## src/rtl/lin_resp_pkg.sv

```systemverilog
package lin_resp_pkg;

    localparam int SLOTS      = 9;
    localparam int BYTE_W     = 8;
    localparam int IDX_W      = $clog2(SLOTS + 1);
    localparam int LEN_W      = 4;
    localparam int FRAME_BITS = BYTE_W + 2;
    localparam int POS_W      = $clog2(FRAME_BITS);
    localparam int SEL_W      = $clog2(BYTE_W);

    localparam logic [POS_W-1:0] POS_START = '0;
    localparam logic [POS_W-1:0] POS_STOP  = POS_W'(FRAME_BITS - 1);

    typedef logic [BYTE_W-1:0] byte_t;
    typedef logic [IDX_W-1:0]  idx_t;

    typedef enum logic {ST_IDLE, ST_SEND} st_e;

    // Position inside the response: which slot, which bit of its frame
    typedef struct packed {
        idx_t             slot;
        logic [POS_W-1:0] pos;
    } cursor_t;

    // One write request into the buffer
    typedef struct packed {
        logic  en;
        idx_t  idx;
        byte_t data;
    } wr_t;

    function automatic logic len_ok(input logic [LEN_W-1:0] n);
        return (n != '0) && (n <= LEN_W'(SLOTS));
    endfunction

    // Level driven on the line for a given frame position of byte b
    function automatic logic line_level(input logic [POS_W-1:0] pos, input byte_t b);
        logic [POS_W-1:0] k;
        k = pos - 1'b1;
        if (pos == POS_START) return 1'b0;
        if (pos == POS_STOP)  return 1'b1;
        return b[k[SEL_W-1:0]];
    endfunction

endpackage

```

## src/rtl/lin_resp_bitclk.sv

```systemverilog
module lin_resp_bitclk #(
    parameter int BIT_CLKS = 16   // must be at least 4
) (
    input  logic clk,
    input  logic rst,
    input  logic run,
    output logic mid,
    output logic last
);
    localparam int CW = $clog2(BIT_CLKS);
    localparam logic [CW-1:0] MID_V  = CW'(BIT_CLKS / 2);
    localparam logic [CW-1:0] LAST_V = CW'(BIT_CLKS - 1);

    logic [CW-1:0] cnt;

    assign mid  = run && (cnt == MID_V);
    assign last = run && (cnt == LAST_V);

    always_ff @(posedge clk) begin
        if (rst || !run || last) cnt <= '0;
        else                     cnt <= cnt + 1'b1;
    end


    bit_wrap_chk: assert property (@(posedge clk) disable iff (rst)
        last |=> (cnt == '0));

endmodule

```

## src/rtl/lin_resp_store.sv

```systemverilog
module lin_resp_store
    import lin_resp_pkg::*;
(
    input  logic                     clk,
    input  logic                     rst,
    input  wr_t                      host_wr,
    input  wr_t                      rb_wr,
    input  idx_t                     rd_idx,
    output byte_t                    rd_data,
    output logic [SLOTS*BYTE_W-1:0]  flat
);
    byte_t mem [SLOTS];

    for (genvar g = 0; g < SLOTS; g++) begin : g_slot
        always_ff @(posedge clk) begin
            if (rst)
                mem[g] <= '0;
            else if (rb_wr.en && rb_wr.idx == idx_t'(g))
                mem[g] <= rb_wr.data;
            else if (host_wr.en && host_wr.idx == idx_t'(g))
                mem[g] <= host_wr.data;
        end
        assign flat[g*BYTE_W +: BYTE_W] = mem[g];
    end

    always_comb begin
        rd_data = '0;
        for (int i = 0; i < SLOTS; i++)
            if (rd_idx == idx_t'(i)) rd_data = mem[i];
    end

endmodule

```

## src/rtl/lin_resp_ctrl.sv

```systemverilog
module lin_resp_ctrl
    import lin_resp_pkg::*;
(
    input  logic             clk,
    input  logic             rst,
    input  logic             hdr_ok,
    input  logic             req_set,
    input  logic [LEN_W-1:0] buf_len,
    input  logic             rxd,
    input  logic             mid,
    input  logic             last,
    input  byte_t            rd_data,
    output logic             busy,
    output idx_t             rd_idx,
    output wr_t              rb_wr,
    output logic             tx_line,
    output logic             done,
    output logic             bit_err,
    output logic             req_q
);
    st_e              st;
    logic             armed;
    cursor_t          cur;
    logic [LEN_W-1:0] len_l;
    byte_t            shreg;
    logic             go, reject, bit_now, miss, at_stop, last_slot, finish;
    logic [POS_W-1:0] dpos;

    assign busy      = (st == ST_SEND);
    assign go        = req_q && armed && !busy && len_ok(buf_len);
    assign reject    = req_q && armed && !busy && !len_ok(buf_len);
    assign bit_now   = line_level(cur.pos, rd_data);
    assign tx_line   = busy ? bit_now : 1'b1;
    assign miss      = busy && mid && (rxd != bit_now);
    assign at_stop   = (cur.pos == POS_STOP);
    assign last_slot = (cur.slot == idx_t'(len_l - 1'b1));
    assign finish    = busy && last && at_stop && last_slot;
    assign dpos      = cur.pos - 1'b1;
    assign rd_idx    = cur.slot;

    always_comb begin
        rb_wr.en   = busy && last && at_stop;
        rb_wr.idx  = cur.slot;
        rb_wr.data = shreg;
    end

    always_ff @(posedge clk) begin
        if (rst) begin
            st      <= ST_IDLE;
            armed   <= 1'b0;
            cur     <= '0;
            len_l   <= '0;
            shreg   <= '0;
            done    <= 1'b0;
            bit_err <= 1'b0;
            req_q   <= 1'b0;
        end else begin
            done <= finish;

            if (go)          armed <= 1'b0;
            else if (hdr_ok) armed <= 1'b1;

            if (reject || finish || miss) req_q <= 1'b0;
            if (req_set && !busy)         req_q <= 1'b1;

            if (go) begin
                st      <= ST_SEND;
                cur     <= '0;
                len_l   <= buf_len;
                bit_err <= 1'b0;
            end else if (miss) begin
                st      <= ST_IDLE;
                bit_err <= 1'b1;
            end else if (busy) begin
                if (mid && cur.pos != POS_START && !at_stop)
                    shreg[dpos[SEL_W-1:0]] <= rxd;
                if (last) begin
                    if (at_stop) begin
                        if (last_slot) begin
                            st <= ST_IDLE;
                        end else begin
                            cur.slot <= cur.slot + 1'b1;
                            cur.pos  <= POS_START;
                        end
                    end else begin
                        cur.pos <= cur.pos + 1'b1;
                    end
                end
            end
        end
    end


    start_gate_chk: assert property (@(posedge clk) disable iff (rst)
        $rose(busy) |-> ($past(req_q) && $past(armed)));


    done_pulse_chk: assert property (@(posedge clk) disable iff (rst)
        done |=> !done);


    done_clear_chk: assert property (@(posedge clk) disable iff (rst)
        done |-> (!req_q && !busy));


    rearm_chk: assert property (@(posedge clk) disable iff (rst)
        $fell(busy) |-> !armed);


    abort_line_chk: assert property (@(posedge clk) disable iff (rst)
        $rose(bit_err) |-> (tx_line && !busy && !req_q));


    len_range_chk: assert property (@(posedge clk) disable iff (rst)
        busy |-> len_ok(len_l));


    err_hold_chk: assert property (@(posedge clk) disable iff (rst)
        (!busy && !$rose(busy) && $past(!busy)) |-> $stable(bit_err));

endmodule

```

## src/rtl/lin_resp_tx.sv

```systemverilog
module lin_resp_tx
    import lin_resp_pkg::*;
#(
    parameter int BIT_CLKS = 16
) (
    input  logic                    clk,
    input  logic                    rst,
    input  logic                    hdr_ok,
    input  logic                    req_set,
    input  logic [3:0]              buf_len,
    input  logic                    host_we,
    input  logic [3:0]              host_idx,
    input  logic [7:0]              host_data,
    input  logic                    rxd,
    output logic                    txd,
    output logic                    tx_done,
    output logic                    bit_err,
    output logic                    req_pending,
    output logic [71:0]             buf_q
);
    logic  busy, mid, last;
    idx_t  rd_idx;
    byte_t rd_data;
    wr_t   host_wr, rb_wr;

    always_comb begin
        host_wr.en   = host_we && !busy;
        host_wr.idx  = idx_t'(host_idx);
        host_wr.data = host_data;
    end

    lin_resp_bitclk #(.BIT_CLKS(BIT_CLKS)) u_bitclk (
        .clk  (clk),
        .rst  (rst),
        .run  (busy),
        .mid  (mid),
        .last (last)
    );

    lin_resp_store u_store (
        .clk     (clk),
        .rst     (rst),
        .host_wr (host_wr),
        .rb_wr   (rb_wr),
        .rd_idx  (rd_idx),
        .rd_data (rd_data),
        .flat    (buf_q)
    );

    lin_resp_ctrl u_ctrl (
        .clk     (clk),
        .rst     (rst),
        .hdr_ok  (hdr_ok),
        .req_set (req_set),
        .buf_len (buf_len),
        .rxd     (rxd),
        .mid     (mid),
        .last    (last),
        .rd_data (rd_data),
        .busy    (busy),
        .rd_idx  (rd_idx),
        .rb_wr   (rb_wr),
        .tx_line (txd),
        .done    (tx_done),
        .bit_err (bit_err),
        .req_q   (req_pending)
    );


    host_block_chk: assert property (@(posedge clk) disable iff (rst)
        (busy && host_we && !rb_wr.en) |=> $stable(buf_q));


    idle_line_chk: assert property (@(posedge clk) disable iff (rst)
        (!busy && !tx_done) |-> txd);

endmodule

```

## config.mk

```make
export PLATFORM = sky130hd
export DESIGN_NAME = lin_resp_tx
export DESIGN_NICKNAME = d
export VERILOG_FILES = /design/src/rtl/lin_resp_pkg.sv /design/src/rtl/lin_resp_bitclk.sv /design/src/rtl/lin_resp_store.sv /design/src/rtl/lin_resp_ctrl.sv /design/src/rtl/lin_resp_tx.sv
export SDC_FILE = /design/constraint.sdc
export NUM_CORES = 1
export LEC_CHECK = 0
export ABC_AREA = 1
export BUFFER_PORTS_ARGS = -buffer_cell sky130_fd_sc_hd__buf_2
export CAP_MARGIN = 20
export CORE_UTILIZATION = 56
export DETAILED_ROUTE_END_ITERATION = 16
export PLACE_DENSITY = 0.88
export SLEW_MARGIN = 40
export SYNTH_ARGS = -nofsm -noshare
export SYNTH_HDL_FRONTEND = slang
export SYNTH_HIERARCHICAL = 1
export SYNTH_SLANG_ARGS = --single-unit
```

## constraint.sdc

```tcl
create_clock -name clk -period 2.9 [get_ports clk]
set_input_delay 0.58 -clock clk [delete_from_list [all_inputs] [get_ports clk]]
set_output_delay 0.58 -clock clk [all_outputs]
set_load 0.005 [all_outputs]
```

# ---- Yosys cells after proc, flatten, opt, wreduce, memory -nomap -nowiden
# Memories as Yosys holds them, arrays and structs flattened.
# Cells that the tools add are included.
dict set report word_totals {
  ramBits 72
  register_bits 29
  mem_count 1
  in_bits 22
}
# memory depth width read_ports rd_ports_with_merged_regs write_ports line_no
set memory_table {}
lappend memory_table {u_store.mem 9 8 9 0 9 lin_resp_store.sv:12} ;# byte_t mem [SLOTS];
dict set report classes {
  add_sub_neg 5
  reduce_logical 52
  magnitude_cmp 3
  bitwise 21
  eq_ne 22
  mux 115
}
# cell n
set op_table {}
lappend op_table {{$mux 8} 27}
lappend op_table {{$mux 1} 83}
lappend op_table {{$logic_and 1x1->1} 35}
lappend op_table {{$eq 4x3->1 const B} 8}
lappend op_table {{$eq 4x4->1 const B} 5}
lappend op_table {{$or 1x1->1} 18}
lappend op_table {{$eq 4x2->1 const B} 4}
lappend op_table {{$add 4x1->4 const B} 3}
lappend op_table {{$logic_not 4->1} 3}
lappend op_table {{$bwmux 8} 1}
lappend op_table {{$eq 4x1->1 const B} 2}
lappend op_table {{$mux 4} 2}
lappend op_table {{$reduce_and 4->1} 2}
lappend op_table {{$reduce_bool 4->1} 2}
lappend op_table {{$reduce_and 5->1} 1}
lappend op_table {{$eq 4x4->1} 1}
lappend op_table {{$le 4x4->1 const B} 1}
lappend op_table {{$logic_or 1x1->1} 4}
lappend op_table {{$lt 3x4->1 const B} 1}
lappend op_table {{$sub 4x1->4 const B} 1}
lappend op_table {{$bmux 1 s3} 1}
lappend op_table {{$demux 1 s3} 1}
lappend op_table {{$ge 3x1->1 const B} 1}
lappend op_table {{$logic_not 1->1} 3}
lappend op_table {{6 further kinds} 8}

# ---- Longest topological paths before layout
# Gate-level depths: netlist of run 1.
dict set report depth {
  depth_word 19
  mapped_depth 22
  mapped_depth_nobuf 20
}

# ---- Modules after synthesis
# The synthesis of run 1 kept the hierarchy.
# module n_inst seq_area_each_um2 area_each_um2 cells_each
set by_module_without_submodules {}
lappend by_module_without_submodules {lin_resp_store 1 2162.1 3738.6 402}
lappend by_module_without_submodules {lin_resp_ctrl 1 500.5 1516.5 220}
lappend by_module_without_submodules {lin_resp_bitclk 1 80.1 200.2 27}
lappend by_module_without_submodules {lin_resp_tx 1 0.0 10.0 2}

# ---- Worst setup path after synthesis of run 1
# OpenSTA, ideal clock, no wires.
dict set report synth_timing {
  path_type {register -> output}
  startpoint {reg u_ctrl.cur (netlist bit u_ctrl/rd_idx[3])}
  endpoint {out txd}
  path_slack_ns 0.605
  n_path_buf 2
  arrival_time_ns 1.715
  stages_incl_launch_ff 18
  path_cell_list {dfxtp_1 > buf_4 > nor2_2 > buf_2 > nand3_1 > nand2_1 > nor2_1 > nand3_1 > nand2_1 > nand4_1 > inv_1 > nand2_1 > nand3_1 > nand2_1 > nand2_1 > nand3_1 > nand2_1 > nand2_1}
}
dict set report synth_between {
  elab_chain_len 15
}
# element line_no
set synth_rtl {}
lappend synth_rtl {{start, declared} lin_resp_ctrl.sv:23} ;# cursor_t cur;
lappend synth_rtl {{$logic_not 4->1} lin_resp_store.sv:29} ;# if (rd_idx == idx_t'(i)) rd_data = mem[i];
lappend synth_rtl {{$mux 8 (8 in a row)} lin_resp_store.sv:29}
lappend synth_rtl {{$mux 8 *} lin_resp_store.sv:29}
lappend synth_rtl {{net rd_data[2]} lin_resp_tx.sv:23} ;# byte_t rd_data;
lappend synth_rtl {{$bmux 1 s3 *} lin_resp_pkg.sv:42} ;# return b[k[SEL_W-1:0]];
lappend synth_rtl {{$mux 1 (not written as such) *} lin_resp_pkg.sv:42}
lappend synth_rtl {{$mux 1 *} lin_resp_pkg.sv:42}
lappend synth_rtl {{$mux 1 *} lin_resp_pkg.sv:41} ;# if (pos == POS_STOP) return 1'b1;
lappend synth_rtl {{$mux 1 *} lin_resp_ctrl.sv:33} ;# assign tx_line = busy ? bit_now : 1'b1;
lappend synth_rtl {{end, declared} lin_resp_tx.sv:15} ;# output logic txd,
# Mark *: on every way through the listed nets, which the timed path passes. The rest lies on a longest branch. The select of a mux whose other input is x is not followed.

# ---- Final worst setup path of run 1
dict set report layout_timing {
  startpoint {reg u_ctrl.cur (netlist bit u_ctrl/rd_idx[2])}
  endpoint {out txd}
}
# The elaborated chain is that of the path after synthesis.

==> results of run 1 <==
[cell usage in the layout (no fill, tap or decap), types with 2 or more instances in the layout]
cell / instances
dfxtp_4: 4
o22ai_1: 64
bufinv_16: 2
inv_2: 4
nor2_4: 4
nand3_2: 9
xor2_1: 4
xnor2_1: 6
buf_2: 98
dfxtp_1: 24
nor2_1: 81
nand3_1: 46
buf_6: 3
buf_12: 2
nand2_4: 2
inv_1: 72
nand2_1: 135
ha_1: 8
o211ai_1: 8
edfxtp_1: 72
nand4_1: 24
nand3b_1: 2
nor2_2: 3
o21ai_0: 16
nor3_2: 2
clkbuf_8: 9
inv_6: 3
buf_4: 18
nor3_4: 2
a21oi_1: 22
or2_2: 4
nand2_2: 7
[cell families after synthesis]
| group | Yosys count | synth area share [%] |
|---|---|---|
| AOI/OAI and AO/OA | 111 | 12.1 |
| xor gates and xnor gates | 10 | 1.60 |
| DFF | 101 | 50.2 |
| buffers and inverters | 97 | 7.88 |
| and+or+nand+nor | 324 | 26.4 |
| adders and majority gates | 8 | 1.83 |
[power groups by stage]
| stage | Clock (mW) | Combinational (mW) | Sequential (mW) |
|---|---|---|---|
| after floorplan | 0 | 0.105 | 1.68 |
| after detailed placement | 0 | 0.234 | 1.69 |
| after global placement | 0 | 0.227 | 1.68 |
| after global routing | 1.09 | 0.262 | 1.66 |
| after CTS | 1.03 | 0.235 | 1.65 |
| final | 1.03 | 0.244 | 1.65 |
[layer usage]
layer | wire length [um] | global-route usage, % | vias to the layer above
li1 | - | - | 2477
met1 | 5990 | 42.3 | 2538
met2 | 7530 | 54.4 | 465
met3 | 2480 | 5.27 | 119
met4 | 1170 | 18.4 | 0
met5 | 0 | 0 | -
[flip-flops by register name (all words and copies together) (netlist names)]
register / count
u_ctrl/busy: 1
u_store/mem: 72
u_ctrl/cur: 4
u_ctrl/bit_err: 1
u_bitclk/cnt: 4
u_ctrl/rd_idx: 4
u_ctrl/done: 1
u_ctrl/len_l: 4
u_ctrl/shreg: 8
u_ctrl/req_q: 1
u_ctrl/armed: 1
[repair_timing]
item	in CTS	in global routing
pin swaps	0	17
endpoints found under the setup margin	1	9
resized for setup	15	23
gates cloned	0	1
hold endpoints to repair	0	0
buffers inserted	0	6
[cells in the mapped netlist, drive strengths merged]
cell      n
a21oi    23
and3      1
buf      18
clkbuf    1
clkinv    1
dfxtp    29
edfxtp   72
ha        8
inv      77
nand2   144
nand3    55
nand3b    2
nand4    25
nor2     88
nor3      4
nor4      1
o211ai    8
o21ai    16
o22ai    64
or2       4
xnor2     6
xor2      4
[critical path: stages (launching register included)]
cell	delay, ns
dfxtp_4	0.40
nor2_4	0.06
buf_6	0.13
buf_4	0.14
nand3_1	0.08
nand2_1	0.06
nor2_1	0.18
nand3_1	0.12
nand2_1	0.08
nand4_1	0.07
nand2_1	0.07
nand2_1	0.04
nand2_1	0.05
nand2_1	0.07
nand2_1	0.08
nand3_2	0.09
nand2_2	0.09
nand2_1	0.05
buf_2	0.14
[layout make-up]
class	count	area, um^2	share of cell area (%)
flip-flops and latches	101	2760	42.2
multi-input cells	453	2390	36.6
repair buffers	121	699	10.7
inverters	78	298	4.56
well taps	129	161	2.47
clock buffers	9	124	1.89
clock inverters	7	105	1.61
[how the worst max path moves through the flow]
stage / from / end / depth (start not counted)
after floorplan: u_ctrl/rd_idx[3]$_SDFFE_PP0P_ / txd / 17
after global placement: u_ctrl/rd_idx[0]$_SDFFE_PP0P_ / txd / 17
after detailed placement: u_ctrl/rd_idx[0]$_SDFFE_PP0P_ / u_ctrl/rd_idx[0]$_SDFFE_PP0P_ / 21
after CTS: u_ctrl/rd_idx[1]$_SDFFE_PP0P_ / txd / 17
after global routing: u_ctrl/rd_idx[0]$_SDFFE_PP0P_ / txd / 15
final: u_ctrl/rd_idx[2]$_SDFFE_PP0P_ / txd / 18
==> out/qor.yml, run 1 <==
run_status:
  outcome: "finished, violations left"
  violations: "setup timing"
worst_setup_path:
  worst-r2r-setup-slack_ns: 0.27
  cp-start-kind: "flop"
  worstPathRequired_ns: 2.32
  worst_r2r_path_depth: 10
  cp.arrival_ns: 2.35
  reg2reg_to: "u_store/mem[4][0]$_DFFE_PP_"
  endpoint_kind: "output port"
  r2r_start: "u_bitclk/cnt[0]$_SDFF_PP0_"
  cp_max_fo: 6
  path_class: "flop to output port"
grt:
  first_global_vias: 5025
  grt_max_degree: 30
  grt.total_usage_pct: 33.2
  grt_pass1_wl_mm: 25.2
  grt-ovfl-total: 0
  antenna_found_initial: 0
synth:
  synth_seq_area_share_pct: 50.2
  ys_ff_latch: 101
  synth_top_area_cell: "edfxtp_1"
  syn_area_per_cell_um2: 8.40
  synth_nets: 681
  yosys.area.top_type_share_pct: 39.6
  syn_inst: 651
  ys_warn_count: 6
  synth_area_leaders: "edfxtp_1 40%, dfxtp_1 11%, nand2_1 9.6%"
  yosys.cell_types.count: 30
  syn_area_um2: 5470
drt:
  route.detailed.drc: 0
  drtIter0Drc: 815
  routedWlPerCell_um: 19.1
  drt-pass1-iter-count: 8
  drt-total-wl_mm: 17.2
  ant_nets: 0
  vias: 5599
  viasPerCell: 6.23
place:
  dpl.hpwl_mm: 12.1
  io_buffers: 97
  place_congestion: 1.07
  dp_cells: 875
  place_area_um2: 6110
  pre_cts_ws_ns: 0.244
cells_and_area:
  n_fill_cell: 719
  fin_util_pct: 70.1
  final_cell_area_um2: 6540
  final_layout_size_suffix_gt1_share_pct: 23.8
  final_cells: 898
  diodes: 0
  nets: 794
  area_delta_synth_final_pct: 19.6
min_path:
  hold_class: "input pin to flop"
  hp-start: "hdr_ok"
  hold_depth: 3
  hold_end: "u_ctrl/armed$_SDFFE_PP0P_"
sta:
  slew_violations: 0
  timing.slew.headroom_pct: 65.9
  post-route-period-util_pct: 101
  skew_ns: 0.0122
  finalSetupViolations: 1
  period_needed_ns: 2.93
  fin_ws_ns: -0.0318
  tightestPinTransition_ns: 0.511
  fin_hold_ws_ns: 0.442
  tns_ns: -0.0318
  max_clock_freq_mhz: 341
  hold_violations: 0
  rsz0062_at_grt: "true"
clock_tree:
  cts_buffer_depth: 2
  clk_transition_reported_paths_ns: 0.09
  clock_latency_ns: 0.38
  cts_tree: "built"
  cts.htree.levels: 3
  clock_sinks: 101
  postCtsHoldBufs: 0
  cts_root_buf: "clkbuf_8"
  cts-buffers-inserted: 9
power_and_ir_drop:
  power.density_nw_per_um2: 448
  peakVddDrop_mv: 0.287
  leakagePower_nw: 2.62
  p_seq_share_pct: 56.4
  p_total_mw: 2.93
  p_clk_share_pct: 35.2
  p_int_mw: 2.19
  switching_share_pct: 25.1
  p_sw_uw: 734
  pwr-share-comb_pct: 8.4
floorplanning:
  die_area_um2: 10200
  fp.dieH_um: 101
  num_rows: 35
  coreArea_um2: 9330
  ios: 98
  start_util_pct: 58.6
  die_w_um: 101
run:
  cap_violations: 0
No activity file was read; power rests on OpenSTA's default activity.
==> run 2, diff against run 1 <==
CTS_CLUSTER_SIZE = 14   (was not set)
SETUP_SLACK_MARGIN = 0.1   (was not set)
==> out/qor.yml, run 2 (same netlist as run 1, synthesis figures left out) <==
run_status:
  outcome: "finished, final reports clean"
cells_and_area:
  max_flop_register: "u_store/mem"
  diodes: 0
  largest_reg_flops: 72
  final_layout_size_suffix_gt1_share_pct: 25.2
  fin_util_pct: 70.4
  reg_top3: "u_store/mem x72, u_ctrl/shreg x8"
  layout_commonest_cell: "nand2_1"
  final_cells: 899
  nets: 795
  final_cell_mix: "132 x nand2_1, 98 x buf_2, 77 x nor2_1"
  area_delta_synth_final_pct: 20.2
power_and_ir_drop:
  p_total_mw: 2.93
  power.density_nw_per_um2: 445
  leakagePower_nw: 2.63
  peakVddDrop_mv: 0.289
sta:
  period_needed_ns: 2.89
  finalSetupViolations: 0
  tns_ns: 0
  timing.slew.headroom_pct: 65.0
  tightestPinTransition_ns: 0.525
  rsz0062_at_grt: "true"
  skew_ns: 0.0119
  post-route-period-util_pct: 99.8
  slew_violations: 0
  hold_violations: 0
  max_clock_freq_mhz: 345
  fin_ws_ns: 0.00503
floorplanning:
  die_w_um: 101
  num_rows: 35
  start_util_pct: 58.6
  die_area_um2: 10200
  coreArea_um2: 9330
  ios: 98
  fp.dieH_um: 101
drt:
  vias: 5666
  met1_length_mm: 6.02
  routedWlPerCell_um: 19.5
  drt-total-wl_mm: 17.5
  ant_nets: 0
  route.detailed.drc: 0
  wl_met3_mm: 2.54
  wl_met2_mm: 7.81
  viasPerCell: 6.30
  drt-pass1-iter-count: 7
  drtIter0Drc: 789
  top_layer_used: "met4"
worst_setup_path:
  worstPathRequired_ns: 2.32
  worst-r2r-setup-slack_ns: 0.25
  path_common_cell: "nand2_1"
  path_buf_inv: 2
  r2r_start: "u_bitclk/cnt[0]$_SDFF_PP0_"
  critPathMaxStageDelay_ns: 0.38
  endpoint_kind: "output port"
  slowest_stage: "dfxtp_4"
  path_cells: "nor2_4 > buf_2 > nand3_1 > nand2_2 > nor2_2 > nand3_1 > nand2_1 > nand4_1 > nand2_1 > nand2_1 > nand2_1 > nand2_1 > nand2_1 > nand3_2 > nand2_2 > nand2_1 > buf_2"
  cp_max_fo: 7
  worst_r2r_path_depth: 10
  cp.arrival_ns: 2.31
  cpLargestDelayFamily: "simple AND/OR/NAND/NOR gates"
  reg2reg_to: "u_store/mem[5][3]$_DFFE_PP_"
  path_class: "flop to output port"
  cp-start-kind: "flop"
clock_tree:
  clk_transition_reported_paths_ns: 0.10
  cts-buffers-inserted: 9
  cts.htree.levels: 3
  postCtsHoldBufs: 0
  cts_buffer_depth: 2
  clock_sinks: 101
  cts_root_buf: "clkbuf_8"
  clock_latency_ns: 0.37
  cts_tree: "built"
place:
  place_congestion: 1.07
  pre_cts_ws_ns: 0.244
  dpl.hpwl_mm: 12.1
  io_buffers: 97
  dp_cells: 875
run:
  cap_violations: 0
grt:
  grt-ovfl-total: 0
  grt_pass1_wl_mm: 26.2
  grt_max_degree: 30
  antenna_found_initial: 0
  first_global_vias: 5243
  grt.total_usage_pct: 34.6
min_path:
  hold_depth: 3
  hold_end: "u_ctrl/armed$_SDFFE_PP0P_"
  hold_class: "input pin to flop"
  hp-start: "hdr_ok"
==> run 2: cell count changes in the layout (fill, tap and decap cells not counted), moves of 2 or more <==
cell | before | now
nand3_2 | 9 | 11
nand2_2 | 7 | 10
nand2_1 | 135 | 132
nor2_2 | 3 | 7
nand3_1 | 46 | 44
nor2_1 | 81 | 77
==> run 2: worst register-to-register path, delay by kind of cell, from the launching register on <==
| family | cells | cell delay [ns] |
|---|---|---|
| and+or+nand+nor | 9 | 1.73 |
| DFF | 1 | 0.41 |
| adders and majority gates | 1 | 0.21 |
==> run 2: how the worst max path moves through the flow <==
stage | slack (ns) | to | cells past startpoint | start
5_1_grt | -0.12 | txd | 18 | u_ctrl/rd_idx[2]$_SDFFE_PP0P_
3_3_place_gp | 0.35 | txd | 17 | u_ctrl/rd_idx[0]$_SDFFE_PP0P_
2_1_floorplan | 0.61 | txd | 17 | u_ctrl/rd_idx[3]$_SDFFE_PP0P_
6_report | 0.005 | txd | 17 | u_ctrl/rd_idx[2]$_SDFFE_PP0P_
4_1_cts | 0.10 | txd | 15 | u_ctrl/rd_idx[1]$_SDFFE_PP0P_
3_5_place_dp | 0.24 | u_ctrl/rd_idx[0]$_SDFFE_PP0P_ | 21 | u_ctrl/rd_idx[0]$_SDFFE_PP0P_
==> run 2: where the power goes <==
group	internal [mW]	switching [mW]	total, mW
clock network	0.500	0.526	1.03
registers	1.60	0.0475	1.65
logic	0.0894	0.159	0.249
total	2.19	0.733	2.93
==> run 2: cell type report <==
type,count,area (um^2)
sequential,101,2760
fill,707,2760
multi-input combinational,453,2410
timing repair buffer,122,711
inverter,78,300
tap,129,161
clock buffer,9,124
clock inverter,7,105
==> run 2: per-layer routing <==
layer,vias to the layer above,global-route usage (%)
met5,-,0
met4,0,20.6
met3,129,6.93
met2,542,56.3
met1,2521,42.7
li1,2474,-
==> run 2: what timing repair did <==
item                                    CTS  global route
setup buffers                             6             1
pin swaps                                12            19
resized for setup                        36            13
endpoints found under the setup margin    1            17
cloned                                    1             0
==> run 2: metrics by stage <==
stage / area (um^2) / hold slack [ns]
after CTS: 6520 / 0.447
after detailed placement: 6110 / 0.443
after floorplan: 5470 / 0.441
after global routing: 6570 / 0.446
final: 6570 / 0.452
after global placement: 6110 / 0.438
